<file path="src/rtl/rf_pkg.sv">
`timescale 1ns/1ps
// Package: shared types for the subword register file.
// Assumes a two-bit part selector on every register port.
package rf_pkg;
    typedef enum logic [1:0] {
        PART_WORD = 2'd0,   // bits 31:0
        PART_HALF = 2'd1,   // bits 15:0
        PART_BLO  = 2'd2,   // bits 7:0
        PART_BHI  = 2'd3    // bits 15:8
    } part_e;
endpackage

</file>
<file path="src/rtl/rf_part_decode.sv">
`timescale 1ns/1ps
// Module: rf_part_decode
// Turns a register index and a part selector into a field mask, a lane
// shift and a legality flag. Assumes DW >= 2*BW. The high byte is legal
// only below index HB_REGS.
module rf_part_decode #(
    parameter int DW      = 32,
    parameter int BW      = 8,
    parameter int NREGS   = 8,
    parameter int HB_REGS = 4,
    localparam int IW     = $clog2(NREGS),
    localparam int SW     = $clog2(DW)
) (
    input  logic [IW-1:0] idx,
    input  logic [1:0]    sel,
    output logic [DW-1:0] mask,
    output logic [SW-1:0] shift,
    output logic          legal
);
    import rf_pkg::*;

    localparam logic [DW-1:0] M_BYTE = {{(DW-BW){1'b0}}, {BW{1'b1}}};
    localparam logic [DW-1:0] M_HALF = {{(DW-2*BW){1'b0}}, {(2*BW){1'b1}}};

    // Selects the field mask, the shift and legality for the part.
    always_comb begin
        mask  = '1;
        shift = '0;
        legal = 1'b1;
        case (part_e'(sel))
            PART_WORD: mask = '1;
            PART_HALF: mask = M_HALF;
            PART_BLO:  mask = M_BYTE;
            PART_BHI: begin
                mask  = M_BYTE << BW;
                shift = SW'(BW);
                legal = (32'(idx) < HB_REGS);
            end
            default: mask = '1;
        endcase
    end
endmodule

</file>
<file path="src/rtl/rf_write_merge.sv">
`timescale 1ns/1ps
// Module: rf_write_merge
// Places right-aligned write data into its lane and merges it with the
// old register value under the field mask. Purely combinational.
module rf_write_merge #(
    parameter int DW = 32,
    localparam int SW = $clog2(DW)
) (
    input  logic [DW-1:0] old_val,
    input  logic [DW-1:0] wdata,
    input  logic [DW-1:0] mask,
    input  logic [SW-1:0] shift,
    output logic [DW-1:0] new_val
);
    // Keeps bits outside the mask and inserts the shifted data inside it.
    always_comb begin
        new_val = (old_val & ~mask) | ((wdata << shift) & mask);
    end
endmodule

</file>
<file path="src/rtl/rf_read_extract.sv">
`timescale 1ns/1ps
// Module: rf_read_extract
// Pulls the selected field out of a register and right-aligns it with
// zero fill. A rejected selection gives zero. Purely combinational.
module rf_read_extract #(
    parameter int DW = 32,
    localparam int SW = $clog2(DW)
) (
    input  logic [DW-1:0] reg_val,
    input  logic [DW-1:0] mask,
    input  logic [SW-1:0] shift,
    input  logic          legal,
    output logic [DW-1:0] rdata
);
    // Masks, shifts down and zeroes a rejected selection.
    always_comb begin
        rdata = legal ? ((reg_val & mask) >> shift) : '0;
    end
endmodule

</file>
<file path="src/rtl/subword_regfile.sv">
`timescale 1ns/1ps
// Module: subword_regfile
// Eight-entry register file with two combinational read ports and one
// write port. Each port addresses the word, the low half, the low byte,
// or (for indices below HB_REGS) the second byte. Reads see the state
// before the current cycle's write. Reset is synchronous, active low.
module subword_regfile #(
    parameter int DW      = 32,
    parameter int BW      = 8,
    parameter int NREGS   = 8,
    parameter int HB_REGS = 4,
    localparam int IW     = $clog2(NREGS),
    localparam int SW     = $clog2(DW),
    localparam int NRD    = 2
) (
    input  logic          clk,
    input  logic          rst_n,
    input  logic          wr_en,
    input  logic [IW-1:0] wr_idx,
    input  logic [1:0]    wr_sel,
    input  logic [DW-1:0] wr_data,
    input  logic [IW-1:0] rd0_idx,
    input  logic [1:0]    rd0_sel,
    output logic [DW-1:0] rd0_data,
    input  logic [IW-1:0] rd1_idx,
    input  logic [1:0]    rd1_sel,
    output logic [DW-1:0] rd1_data,
    output logic          sel_err
);
    logic [DW-1:0] regs [NREGS];

    // Write path decode and merge.
    logic [DW-1:0] w_mask;
    logic [SW-1:0] w_shift;
    logic          w_legal;
    logic [DW-1:0] w_merged;

    rf_part_decode #(.DW(DW), .BW(BW), .NREGS(NREGS), .HB_REGS(HB_REGS)) u_wdec (
        .idx(wr_idx), .sel(wr_sel), .mask(w_mask), .shift(w_shift), .legal(w_legal)
    );

    rf_write_merge #(.DW(DW)) u_wmerge (
        .old_val(regs[wr_idx]), .wdata(wr_data), .mask(w_mask),
        .shift(w_shift), .new_val(w_merged)
    );

    // Read ports gathered into arrays so one generate loop serves both.
    logic [IW-1:0] r_idx   [NRD];
    logic [1:0]    r_sel   [NRD];
    logic [DW-1:0] r_data  [NRD];
    logic          r_legal [NRD];

    // Maps the port pins onto the read-port arrays.
    always_comb begin
        r_idx[0] = rd0_idx;
        r_sel[0] = rd0_sel;
        r_idx[1] = rd1_idx;
        r_sel[1] = rd1_sel;
        rd0_data = r_data[0];
        rd1_data = r_data[1];
    end

    for (genvar p = 0; p < NRD; p++) begin : g_rd
        logic [DW-1:0] r_mask;
        logic [SW-1:0] r_shift;

        rf_part_decode #(.DW(DW), .BW(BW), .NREGS(NREGS), .HB_REGS(HB_REGS)) u_rdec (
            .idx(r_idx[p]), .sel(r_sel[p]), .mask(r_mask), .shift(r_shift),
            .legal(r_legal[p])
        );

        rf_read_extract #(.DW(DW)) u_rext (
            .reg_val(regs[r_idx[p]]), .mask(r_mask), .shift(r_shift),
            .legal(r_legal[p]), .rdata(r_data[p])
        );
    end

    // Flags any illegal high-byte selection on an active port.
    always_comb begin
        sel_err = (wr_en && !w_legal) || !r_legal[0] || !r_legal[1];
    end

    for (genvar i = 0; i < NREGS; i++) begin : g_reg
        // Clears on reset, else loads the merged value when addressed.
        always_ff @(posedge clk) begin
            if (!rst_n)
                regs[i] <= '0;
            else if (wr_en && w_legal && (32'(wr_idx) == i))
                regs[i] <= w_merged;
        end


        keep_unaddressed_chk: assert property (@(posedge clk) disable iff (!rst_n)
            (wr_en && w_legal && (32'(wr_idx) == i)) |=>
            ((regs[i] & ~$past(w_mask)) == ($past(regs[i]) & ~$past(w_mask))));


        illegal_wr_hold_chk: assert property (@(posedge clk) disable iff (!rst_n)
            (wr_en && (wr_sel == 2'd3) && (32'(wr_idx) >= HB_REGS)) |=> $stable(regs[i]));


        other_reg_hold_chk: assert property (@(posedge clk) disable iff (!rst_n)
            !(wr_en && (32'(wr_idx) == i)) |=> $stable(regs[i]));
    end


    illegal_wr_flag_chk: assert property (@(posedge clk) disable iff (!rst_n)
        (wr_en && (wr_sel == 2'd3) && (32'(wr_idx) >= HB_REGS)) |-> sel_err);


    rd0_zero_ext_chk: assert property (@(posedge clk) disable iff (!rst_n)
        (rd0_sel != 2'd0) |-> (rd0_data[DW-1:2*BW] == '0));


    rd1_byte_ext_chk: assert property (@(posedge clk) disable iff (!rst_n)
        (rd1_sel[1]) |-> (rd1_data[DW-1:BW] == '0));


    illegal_rd_zero_chk: assert property (@(posedge clk) disable iff (!rst_n)
        ((rd0_sel == 2'd3) && (32'(rd0_idx) >= HB_REGS)) |-> ((rd0_data == '0) && sel_err));
endmodule

</file>
<file path="config.mk">
export PLATFORM = sky130hd
export DESIGN_NAME = subword_regfile
export DESIGN_NICKNAME = d
export VERILOG_FILES = /design/src/rtl/rf_pkg.sv /design/src/rtl/rf_part_decode.sv /design/src/rtl/rf_write_merge.sv /design/src/rtl/rf_read_extract.sv /design/src/rtl/subword_regfile.sv
export SDC_FILE = /design/constraint.sdc
export NUM_CORES = 1
export LEC_CHECK = 0
export BUFFER_PORTS_ARGS = -buffer_cell sky130_fd_sc_hd__buf_2
export CORE_ASPECT_RATIO = 0.5
export CORE_MARGIN = 2
export CORE_UTILIZATION = 54
export DETAILED_ROUTE_END_ITERATION = 12
export GPL_ROUTABILITY_DRIVEN = 0
export PLACE_DENSITY = 0.77
export RECOVER_POWER = 25
export SLEW_MARGIN = 20
export SYNTH_ARGS = -nofsm -noshare
export SYNTH_HDL_FRONTEND = slang
export SYNTH_HIERARCHICAL = 1
export SYNTH_SLANG_ARGS = --single-unit
</file>
<file path="constraint.sdc">
create_clock -name clk -period 3.9 [get_ports clk]
set_clock_uncertainty 0.15 [all_clocks]
set_input_delay 0.39 -clock clk [delete_from_list [all_inputs] [get_ports clk]]
set_output_delay 0.39 -clock clk [all_outputs]
set_load 0.1 [all_outputs]
</file>
==> results.txt <==
Status - complete, but fails checks
Violated checks - capacitance limit, slew limit
Clock Latency Late Sink - 0.55 ns
Post-synth top flop - edfxtp_1
Count of cell types in the netlist - 63
Tmin final - 3.79 ns
Synth top area share - 33.6%
Slowest Stage Delay on Critical Path - 0.59 ns
Crit path kind - register to output port
Post-place setup slack - 0.200 ns
Final setup vio count - 0
R2r setup slk - 1.43 ns
Root Driver - clkbuf_16
Vias - 18400
Slew Viols, Final - 57
Finished Layout Cells - 2511
Main combinational cell family by area after synthesis - multiplexers
Simple-gate portion of the synthesized area - 16.6%
Largest net degree at the start of global routing - 97
Synth top area cells - edfxtp_1 (34%), mux4_2 (26%), nor3_1 (6.1%)
DR WL/cell - 27.9 um
Largest registers - regs x256
Clock Path Buffers - 3
Gr ovfl total - 0
Final Cycle Share - 97.3%
Hold Fails Final Rpt - 0
Mapped cell area - 22900 um2
Post-synth EDFFs - 256
Adder-cell area share of the yosys netlist - 0%
Floorplan row count - 53
Post-DP HPWL - 47700 um
Crit path cell chain - mux4_2 -> mux2_2 -> nand2_1 -> o21ai_0 -> mux4_2 -> a221o_1 -> buf_4
Max VDD drop - 0.000352 V
Die area - 44100 um2
Port bufs - 114
PwrDens - 336 nW/um2
Reg2reg end - regs[1][10]$_SDFFCE_PN0P_
Hold path startpoint - rst_n
1st-iter DRT viols - 2903
CTS Sinks - 256
Post-route cell area - 24500 um2
Relative slew slack - -44.6%
F_max - 264 MHz
Vias in the first global route - 17600
Chip height - 150 um
Arrival @ worst endpoint - 3.25 ns
Worst slew pin tran - 2.15 ns
Unrepaired setup endpoints after global routing - no
DR DRC count - 0
Post-synthesis mux area share - 34.6%
Final WS setup - 0.106 ns
Dpl cells - 2463
Worst hold endpoint - regs[0][26]$_SDFFCE_PN0P_
Final nets - 1965
Reg with most FFs - regs
Post-CTS Hold Fix Bufs - 0
Family with the most delay on the worst path - multiplexers
FFs w/ async S/R, synth - 0%
Syn avg cell area - 11.6 um2
CP required - 3.36 ns
PostCTS Resize Cnt - 0
WP buf/inv - 1
Sequential fraction of the synthesis area - 33.6%
Vias per cell - 7.33
Tot GR Track Use - 31.6%
Core footprint - 41800 um2
Most common cell after layout, fill and taps aside - nor3_1
Most used cell, CP - mux4_2
Slowest stage cell, crit path - mux4_2
Top Ports - 115
Synth Instances - 1978
CTS buffer count - 27
Chip width - 295 um
Layout cells sized above 1 - 33.8%
Cell Area, Placed - 23800 um2
Hold_ws - 0.573 ns
Hold path depth - 3
Post-synthesis register bit count - 256
Initial antenna violation count - 1
Post-Synth XOR/XNOR Area - 0%
Reg2Reg Launch Point - regs[6][10]$_SDFFCE_PN0P_
Initial Util - 54.6%
Max-cap violations - 6
Path depth of the worst reg2reg path - 6
Post-Route WL - 70000 um
CTS clk-pin slew, worst paths - 0.06 ns
Syn-to-layout area delta - 7.22%
Global-route wire length before repair - 106000 um
CTS tree - done
Hold Crit Class - primary input to register
Yosys warnings - 6
Crit start category - register
CTS H-tree depth - 1
CP max FO - 4
ANT cells - 0
Setup bufs post-CTS - 0
Leak Pwr - 8.07 nW
Compound-gate portion of the synthesized area - 6.29%
Crit. End Element - output port
First-pass DRT Iterations - 7
Final ANT Viol Nets - 0
Cell taking the most area after synthesis - edfxtp_1
Most frequent cells in the layout - nor3_1 (276), mux4_2 (265), edfxtp_1 (256)
Largest register FFs - 256
## cell families after synthesis
family | count (synthesis)
other cells | 3
mux | 431
flops | 256
buf+inv | 352
compound gates | 212
simple gates | 724
## report_power, final
part / switching (W) / internal [W] / total [W]
clock network: 0.00107 / 0.00133 / 0.00240
logic: 0.00162 / 0.000950 / 0.00257
registers: 0.000101 / 0.00316 / 0.00326
## per-stage QoR
stage | util [%] | TNS (ns) | power [W]
after floorplan | - | -0.0340 | 0.00516
after global placement | 56.9 | 0 | 0.00573
after detailed placement | 56.9 | 0 | 0.00577
after CTS | 58.9 | 0 | 0.00812
after global routing | 58.6 | 0 | 0.00844
final | 58.6 | 0 | 0.00824
## cell type report
class,count,area (um2)
clock buffer,31,691
multi-input combinational,1379,13300
clock inverter,17,115
fill,3232,17300
timing repair buffer,192,1740
sequential,256,7690
inverter,59,221
tap,577,722
## how the worst max path moves through the flow
stage | cells after the start | slack, ns | start | endpoint
floorplan | 8 | -0.02 | rd0_idx[2] | rd0_data[6]
global placement | 10 | 0.27 | rd1_idx[2] | rd1_data[12]
detailed placement | 10 | 0.20 | rd1_idx[1] | rd1_data[17]
CTS | 7 | 0.09 | regs[7][21]$_SDFFCE_PN0P_ | rd1_data[13]
global route | 10 | 0.03 | rd1_idx[1] | rd1_data[16]
finish | 7 | 0.11 | regs[5][21]$_SDFFCE_PN0P_ | rd1_data[13]
## cells in the mapped netlist, drive strengths merged (18+ instances only)
| library cell | n |
|---|---|
| nor3 | 278 |
| mux4 | 270 |
| edfxtp | 256 |
| buf | 196 |
| nand2 | 132 |
| mux2 | 122 |
| clkbuf | 97 |
| nor2 | 97 |
| o21ai | 65 |
| nand3 | 48 |
| mux2i | 39 |
| nand4b | 37 |
| clkinv | 34 |
| inv | 25 |
| a21oi | 24 |
| o221ai | 21 |
| o211ai | 20 |
| and4 | 18 |
## worst min-delay path: stages
cell and delay [ns]:
buf_2 0.19, o21ai_0 0.17, buf_4 0.29
## layer usage
layer | GRT usage (%) | wire length [um]
met3 | 10.0 | 11500
met4 | 10.4 | 2380
met2 | 47.6 | 31000
met1 | 43.7 | 25100
met5 | 0 | 0
Note: power is estimated with default switching activity, not from simulation.
